==> src/rtl/stld_pkg.sv <==
package stld_pkg;
  parameter int VAL_W = 16;
  parameter int SZ_W  = 3;
  localparam int MAX_SZ_CODE = 4;

  typedef struct packed {
    logic             is_const;
    logic [VAL_W-1:0] val;
  } operand_t;

  function automatic logic [VAL_W:0] size_bytes(input logic [SZ_W-1:0] code);
    return {{VAL_W{1'b0}}, 1'b1} << code;
  endfunction
endpackage

==> src/rtl/stld_entry_cmp.sv <==
module stld_entry_cmp
  import stld_pkg::*;
(
  input  logic            ent_valid,
  input  operand_t        ent_a,
  input  operand_t        ent_b,
  input  logic [SZ_W-1:0] ent_size,
  input  operand_t        ld_a,
  input  operand_t        ld_b,
  input  logic [SZ_W-1:0] ld_size,
  output logic            hit
);
  logic             exact, swapped, shared_base, ovl;
  logic [VAL_W:0]   st_end, ld_end;

  always_comb begin
    exact       = (ld_a == ent_a) && (ld_b == ent_b);
    swapped     = (ld_a == ent_b) && (ld_b == ent_a);
    shared_base = (ld_b == ent_b) && ent_a.is_const && ld_a.is_const;
    st_end      = {1'b0, ent_a.val} + size_bytes(ent_size);
    ld_end      = {1'b0, ld_a.val} + size_bytes(ld_size);
    if (ent_a.val <= ld_a.val)
      ovl = st_end > {1'b0, ld_a.val};
    else
      ovl = ld_end > {1'b0, ent_a.val};
    hit = ent_valid && (exact || swapped || (shared_base && ovl));
  end
endmodule

==> src/rtl/stld_store_table.sv <==
module stld_store_table
  import stld_pkg::*;
#(
  parameter int DEPTH = 4,
  localparam int CNT_W = $clog2(DEPTH + 1),
  localparam int IDX_W = (DEPTH > 1) ? $clog2(DEPTH) : 1
) (
  input  logic             clk,
  input  logic             rst,
  input  logic             clr,
  input  logic             wr_en,
  input  operand_t         wr_a,
  input  operand_t         wr_b,
  input  logic [SZ_W-1:0]  wr_size,
  output logic             ent_valid [DEPTH],
  output operand_t         ent_a     [DEPTH],
  output operand_t         ent_b     [DEPTH],
  output logic [SZ_W-1:0]  ent_size  [DEPTH],
  output logic [CNT_W-1:0] cnt
);
  localparam logic [CNT_W-1:0] FULL = CNT_W'(DEPTH);

  operand_t        mem_a    [DEPTH];
  operand_t        mem_b    [DEPTH];
  logic [SZ_W-1:0] mem_size [DEPTH];
  logic            accept;

  assign accept = wr_en && !clr && (cnt < FULL);

  always_ff @(posedge clk) begin
    if (rst || clr)
      cnt <= '0;
    else if (accept)
      cnt <= cnt + 1'b1;
  end

  // write port only, no reset on storage
  always_ff @(posedge clk) begin
    if (accept) begin
      mem_a[cnt[IDX_W-1:0]]    <= wr_a;
      mem_b[cnt[IDX_W-1:0]]    <= wr_b;
      mem_size[cnt[IDX_W-1:0]] <= wr_size;
    end
  end

  for (genvar i = 0; i < DEPTH; i++) begin : g_rd
    assign ent_valid[i] = (CNT_W'(i) < cnt);
    assign ent_a[i]     = mem_a[i];
    assign ent_b[i]     = mem_b[i];
    assign ent_size[i]  = mem_size[i];
  end

  a_r9_cnt_bound: assert property (@(posedge clk) disable iff (rst)
    cnt <= FULL);
  a_r8_clear_empties: assert property (@(posedge clk) disable iff (rst)
    clr |=> (cnt == '0));
  a_r9_append_one: assert property (@(posedge clk) disable iff (rst)
    (wr_en && !clr && cnt < FULL) |=> (cnt == CNT_W'($past(cnt) + 1'b1)));
  a_r9_full_holds: assert property (@(posedge clk) disable iff (rst)
    (!clr && cnt == FULL) |=> (cnt == FULL));
endmodule

==> src/rtl/stld_overlap_det.sv <==
module stld_overlap_det
  import stld_pkg::*;
#(
  parameter int DEPTH = 4,
  localparam int CNT_W = $clog2(DEPTH + 1)
) (
  input  logic             clk,
  input  logic             rst,
  input  logic             grp_end_i,
  input  logic             st_valid_i,
  input  logic             st_a_const_i,
  input  logic [VAL_W-1:0] st_a_val_i,
  input  logic             st_b_const_i,
  input  logic [VAL_W-1:0] st_b_val_i,
  input  logic [SZ_W-1:0]  st_size_i,
  input  logic             ld_valid_i,
  input  logic             ld_a_const_i,
  input  logic [VAL_W-1:0] ld_a_val_i,
  input  logic             ld_b_const_i,
  input  logic [VAL_W-1:0] ld_b_val_i,
  input  logic [SZ_W-1:0]  ld_size_i,
  output logic             noop_req_o,
  output logic             ovf_o
);
  localparam logic [CNT_W-1:0] FULL = CNT_W'(DEPTH);

  operand_t         st_a, st_b, ld_a, ld_b;
  logic             ent_valid [DEPTH];
  operand_t         ent_a     [DEPTH];
  operand_t         ent_b     [DEPTH];
  logic [SZ_W-1:0]  ent_size  [DEPTH];
  logic [CNT_W-1:0] cnt;
  logic [DEPTH-1:0] hits;
  logic             any_hit;

  assign st_a = '{is_const: st_a_const_i, val: st_a_val_i};
  assign st_b = '{is_const: st_b_const_i, val: st_b_val_i};
  assign ld_a = '{is_const: ld_a_const_i, val: ld_a_val_i};
  assign ld_b = '{is_const: ld_b_const_i, val: ld_b_val_i};

  stld_store_table #(.DEPTH(DEPTH)) table_i (
    .clk      (clk),
    .rst      (rst),
    .clr      (grp_end_i),
    .wr_en    (st_valid_i),
    .wr_a     (st_a),
    .wr_b     (st_b),
    .wr_size  (st_size_i),
    .ent_valid(ent_valid),
    .ent_a    (ent_a),
    .ent_b    (ent_b),
    .ent_size (ent_size),
    .cnt      (cnt)
  );

  for (genvar i = 0; i < DEPTH; i++) begin : g_cmp
    stld_entry_cmp cmp_i (
      .ent_valid(ent_valid[i]),
      .ent_a    (ent_a[i]),
      .ent_b    (ent_b[i]),
      .ent_size (ent_size[i]),
      .ld_a     (ld_a),
      .ld_b     (ld_b),
      .ld_size  (ld_size_i),
      .hit      (hits[i])
    );
  end

  assign any_hit = |hits;

  always_ff @(posedge clk) begin
    if (rst) begin
      noop_req_o <= 1'b0;
      ovf_o      <= 1'b0;
    end else begin
      noop_req_o <= ld_valid_i && (cnt != '0) && any_hit;
      if (st_valid_i && !grp_end_i && cnt == FULL)
        ovf_o <= 1'b1;
    end
  end

  a_r4_st_size_legal: assert property (@(posedge clk) disable iff (rst)
    st_valid_i |-> (st_size_i <= SZ_W'(MAX_SZ_CODE)));
  a_r4_ld_size_legal: assert property (@(posedge clk) disable iff (rst)
    ld_valid_i |-> (ld_size_i <= SZ_W'(MAX_SZ_CODE)));
  a_r11_noop_after_load: assert property (@(posedge clk) disable iff (rst)
    !ld_valid_i |=> !noop_req_o);
  a_r6_noop_needs_store: assert property (@(posedge clk) disable iff (rst)
    (cnt == '0) |=> !noop_req_o);
  a_r9_ovf_sticky: assert property (@(posedge clk) disable iff (rst)
    ovf_o |=> ovf_o);
  a_r9_ovf_only_on_full: assert property (@(posedge clk) disable iff (rst)
    $rose(ovf_o) |-> ($past(cnt) == FULL && $past(st_valid_i)));
endmodule

==> config.mk <==
export PLATFORM = sky130hd
export DESIGN_NAME = stld_overlap_det
export DESIGN_NICKNAME = d
export VERILOG_FILES = /design/src/rtl/stld_pkg.sv /design/src/rtl/stld_entry_cmp.sv /design/src/rtl/stld_store_table.sv /design/src/rtl/stld_overlap_det.sv
export SDC_FILE = /design/constraint.sdc
export NUM_CORES = 1
export LEC_CHECK = 0
export BUFFER_PORTS_ARGS = -buffer_cell sky130_fd_sc_hd__buf_4
export CORE_UTILIZATION = 60
export DETAILED_ROUTE_END_ITERATION = 12
export GPL_TIMING_DRIVEN = 1
export PLACE_DENSITY = 0.75
export SETUP_SLACK_MARGIN = 0.2
export SLEW_MARGIN = 5
export SYNTH_ARGS = -nofsm -noshare
export SYNTH_HDL_FRONTEND = slang
export SYNTH_SLANG_ARGS = --single-unit
export TNS_END_PERCENT = 20
==> constraint.sdc <==
create_clock -name clk -period 6.35 [get_ports clk]
set_input_delay 0 -clock clk [delete_from_list [all_inputs] [get_ports clk]]
set_output_delay 0 -clock clk [all_outputs]
set_load 0.01 [all_outputs]
; ---- Word level (Yosys, flattened, before mapping)
; Memory sizes are Yosys's and may differ from the RTL's.
; Index checks and enable logic that the tools add are counted.
[totals]
romBits = 0
latch_bits = 0
mem_count = 3
mem_bits_rw = 148
out_inout_bits = 2
register_bits = 5
[op_classes]
reduce_logical = 41
shift = 5
div_mod_pow = 0
eq_ne = 17
add_sub_neg = 6
n_mux = 6
n_lt_le_gt_ge = 17
n_mul = 0
n_bitwise = 0
[mem_list]
columns = memory, words, width, rd, rd_ports_with_merged_regs, wr, line_no
row1 = table_i.mem_a, 4, 17, 4, 0, 1, stld_store_table.sv:23  ; operand_t mem_a [DEPTH];
row2 = table_i.mem_b, 4, 17, 4, 0, 1, stld_store_table.sv:24  ; operand_t mem_b [DEPTH];
row3 = table_i.mem_size, 4, 3, 4, 0, 1, stld_store_table.sv:25  ; logic [SZ_W-1:0] mem_size [DEPTH];
[op_table]
columns = cell, count
row1 = $eq A17 B17 Y1, 16
row2 = $gt A17 B16 Y1, 8
row3 = $add A16 B17 Y17, 5
row4 = $shl A1 B3 Y17 const A, 5
row5 = $le A16 B16 Y1, 4
row6 = $logic_and A1 B1 Y1, 29
row7 = $logic_or A1 B1 Y1, 9
row8 = $lt A1 B3 Y1 const A, 2
row9 = $lt A2 B3 Y1 const A, 2
row10 = $mux W1, 6
row11 = $reduce_or A4 Y1, 1
row12 = $add A3 B1 Y3 const B, 1
row13 = $eq A3 B3 Y1 const B, 1
row14 = $lt A3 B3 Y1 const B, 1
row15 = $reduce_bool A3 Y1, 1
row16 = $logic_not A1 Y1, 1

; ---- Depth between registers and ports, before layout
[depth]
ltp_word = 9
ltp_mapped = 21

; ---- By module
; A second synthesis with hierarchy kept.
[unflattened]
cells_unflattened = 1697
hier_area_um2 = 16051.6
[by_module_without_submodules]
columns = mod, n_inst, area_per_inst_um2, cells_per_inst
row1 = stld_entry_cmp (g_cmp[0].cmp_i ...), 2, 2798.9, 372
row2 = stld_store_table, 1, 4680.7, 173
row3 = stld_entry_cmp (g_cmp[1].cmp_i), 1, 2881.5, 391
row4 = stld_entry_cmp (g_cmp[3].cmp_i), 1, 2807.7, 381
row5 = stld_overlap_det, 1, 83.8, 8

; ---- Worst setup path after synthesis
; No wires, ideal clock.
[synth_timing]
path_kind = register to register
startpoint = mem table_i.mem_size[3][1]
endpoint = reg noop_req_o
setup_slack_ns = 2.121
stages_incl_launch_ff = 20
required_ns = 6.212
arrival_ns = 4.091
setup_ns = 0.138
cell_sequence = edfxtp_1 -> or3b_2 -> inv_1 -> ha_1 -> a21o_1 -> a21oi_1 -> o21ai_1 -> a21oi_1 -> o21bai_1 -> a41oi_1 -> nor3_1 -> xnor2_1 -> ha_1 -> a21oi_1 -> nand2_1 -> a2111oi_0 -> a21oi_1 -> or3_1 -> a41oi_1 -> o2111ai_1
[synth_rtl]
columns = item, line_no
row1 = start: declaration, stld_store_table.sv:25
row2 = end signal: assignment, stld_overlap_det.sv:76  ; noop_req_o <= ld_valid_i && (cnt != '0) && any_hit;
row3 = end: declaration, stld_overlap_det.sv:22  ; output logic noop_req_o,

==> reports/qor.txt <==
Maximum clock insertion buffer count: 2
Hold Path Sink: table_i.cnt[1]
Max-slew violation total from the final report: 0
Warnings from Yosys: 0
Most instantiated library cell after synthesis: ha_1
Number of vias after detailed routing: 12100
Status: finished clean
Sequential group share of total power: 0.413
Instance count along the most critical hold path: 4
Number of DRC violations after detailed-routing iteration 0: 1211
Shortest period the worst path allows: 4830 ps
Asr flop ratio synth: 0
Remaining Overflow, GRT: 0
Placeable core region: 23400 um2
Static leakage: 6.76 nW
Post-synth EDFFs: 148
Total of buffers placed on input and output ports: 80
Post-synth top area share: 0.311
Routability Congestion: 1.05
Number of antenna violations at the first check in global routing: 1
Global Route met2 Usage: 0.673
Number of clock sinks seen by CTS: 153
H-tree level count: 4
Post-synthesis register bit count: 153
Post-placement setup slack: 1580 ps
1st-pass router iterations: 5
Post-detailed-route DRC marker count: 0
Critical path required time: 6660 ps
Cell type with the largest total area after synthesis: edfxtp_1
I/O pin count: 81
Post-synthesis area per instance: 9.80 um2
Syn nets: 1778
Initial core utilization: 0.611
Class of the worst hold path: primary input to register
Origin of the critical flop-to-flop path: table_i.mem_size[3][1]
Worst setup SP type: register
Clock transition at the register clock pins on the worst setup and hold paths after CTS: 80 ps
Switch Pwr: 914 uW
Count of endpoints failing hold in the final timing report: 0
Final setup viols: 0
Max-cap violation count: 0
Final routed wire length divided by cell count: 27.1 um
Global-route wire length before repair: 74.1 mm
Largest net degree at the start of global routing: 39
Hold buffers post-CTS: 40
Portion of the post-synthesis area used by sequential elements: 0.318
Top_reg_cell synth: edfxtp_1
Number of global-route vias before repair: 11800
Maximum ir drop on the vdd rail: 0.185 mV
HPWL reported at the end of detailed placement: 38.6 mm
Die X: 156 um
Hold wc startpoint: st_valid_i
Total negative slack for setup checks: 0 ps
Met3 usage in global routing: 0.0919
Ratio of final minimum period to clock period: 0.761
Routed via count divided by cell count: 6.41
Top fanout value on the critical path: 8
Insertion delay of the later-clocked pin in the worst-skew pair: 450 ps
Overall routed net length: 51.3 mm
Critical path arrival: 5150 ps
CTS-repair resized insts: 0
TritonCTS clock tree: yes
Slew HR: 0.239
PD cells: 173 nW/um2
Switching portion of total power: 0.327
Top post-synthesis cells by area: edfxtp_1 31%, ha_1 21%, xnor2_1 9.1%
Aggregate global-route resource usage: 0.428
Area added between synthesis and finish: 13.0%
Clock root cell: clkbuf_16
Gate Count Post-Synth: 1458
Flop2flop setup slack: 1520 ps
Worst Max-Slew Pin Slew: 1140 ps
Vertical die dimension: 156 um
Setup slack of the critical path after layout: 1520 ps
Clock network power share: 0.390
Number of distinct library cell variants in the gate-level netlist after synthesis: 68
Worst Path Class, Setup: register to register
Die area: 24400 um2
Post-synthesis cell area: 14300 um2
DRT antenna net count: 0
Net total in the final layout: 1882
FMAX: 207 MHz
Global-route met1 utilization: 0.534
Combinational share of power: 0.197
Setup clock skew after layout: 14.6 ps
Overall power after layout: 2.80 mW
Setup repair after global routing missed its margin: false
Fraction of layout cells with a size suffix above 1: 0.0844
Rows: 56
Inserted Clock Buffers: 17
Post-synth top cells: 236 x ha_1, 148 x edfxtp_1, 148 x xnor2_1, 130 x xor2_1, 122 x inv_1
Reg2reg end: noop_req_o
Cell depth of the worst flop-to-flop path: 20
Most used routing layer in global routing: met2
Number of setup buffers added after CTS: 0
Internal: 1.88 mW
CP endpoint kind: register
## metrics by stage
stage	cell area [um2]	cells	util	hold WS (ps)
after floorplan	14300	1458	-	72.4
after global placement	15200	1822	0.648	199
after detailed placement	15200	1822	0.648	201
after CTS	16200	1894	0.690	55.7
after global routing	16200	1894	0.690	107
final	16200	1895	0.690	55.6
## cell type report
type / count / area, um2
well taps: 319 / 399
inverters: 122 / 458
repair buffers: 121 / 1010
clock inverters: 15 / 170
flip-flops and latches: 153 / 4540
diodes: 1 / 2.50
multi-input cells: 1147 / 9150
clock buffers: 17 / 425
fillers: 1893 / 7250
## sequential cells by signal, summed over array words and instances (netlist names)
name	count
table_i.mem_a	68
table_i.mem_size	12
ovf_o	1
noop_req_o	1
table_i.mem_b	68
table_i.cnt	3
## per-layer routing
metal	share of wire	up-vias
met5	0	-
met4	0.068	0
met3	0.10	179
met2	0.44	690
met1	0.39	5738
li1	-	5532
## cells in the final DEF, fill, tap and decap left out, types with 39 or more instances in the layout
| master | instances |
|---|---|
| xor2_1 | 130 |
| nor3_1 | 39 |
| xnor2_1 | 148 |
| inv_1 | 122 |
| edfxtp_1 | 148 |
| nor4_1 | 40 |
| nand2_1 | 65 |
| a21oi_1 | 83 |
| dlygate4sd3_1 | 40 |
| buf_4 | 81 |
| nand4_1 | 52 |
| nor2_1 | 60 |
| nand3_1 | 59 |
| ha_1 | 236 |
## critical path, stage by stage (launching register included)
cell and delay [ps]:
edfxtp_1 470, or3b_2 530, inv_1 70, ha_1 220
a21o_1 180, a21oi_1 220, o21ai_1 90, a21oi_1 230
o21bai_1 120, a41oi_1 440, nor2_1 120, xnor2_1 140
ha_1 310, nand4_1 120, nor3_1 280, nand4_1 150
o21ai_0 170, a21oi_1 60, or3_1 390, a41oi_1 250
o2111ai_1 140
## cells by family (layout without fill, tap and decap cells)
| kind of cell | after synthesis | after routing | synth area share |
|---|---|---|---|
| other | 0 | 1 | 0 |
| AOI/OAI and AO/OA | 220 | 220 | 0.100 |
| and+or+nand+nor | 407 | 407 | 0.154 |
| xor gates and xnor gates | 278 | 278 | 0.170 |
| muxes | 1 | 1 | 0.000700 |
| adders and majority gates | 241 | 241 | 0.214 |
| buffers and inverters | 158 | 275 | 0.0432 |
| DFF | 153 | 153 | 0.318 |
## worst max-delay path by stage
stage	from	endpoint	slack, ps	cells past startpoint
6_report	table_i.mem_size[3][1]	noop_req_o	1520	20
5_1_grt	table_i.mem_size[3][1]	noop_req_o	1170	20
4_1_cts	table_i.mem_size[3][1]	noop_req_o	1550	20
3_5_place_dp	table_i.mem_size[3][1]	noop_req_o	1580	20
3_3_place_gp	table_i.mem_size[3][1]	noop_req_o	1710	19
2_1_floorplan	table_i.mem_size[3][1]	noop_req_o	2120	19
## power by group through the flow
| stage | Combinational, mW | Clock [mW] | Sequential, mW |
|---|---|---|---|
| floorplan | 0.333 | 0 | 1.16 |
| global placement | 0.502 | 0 | 1.17 |
| detailed placement | 0.510 | 0 | 1.17 |
| CTS | 0.535 | 1.08 | 1.15 |
| global route | 0.597 | 1.12 | 1.15 |
| finish | 0.550 | 1.09 | 1.15 |
No activity file was read; power rests on OpenSTA's default activity.
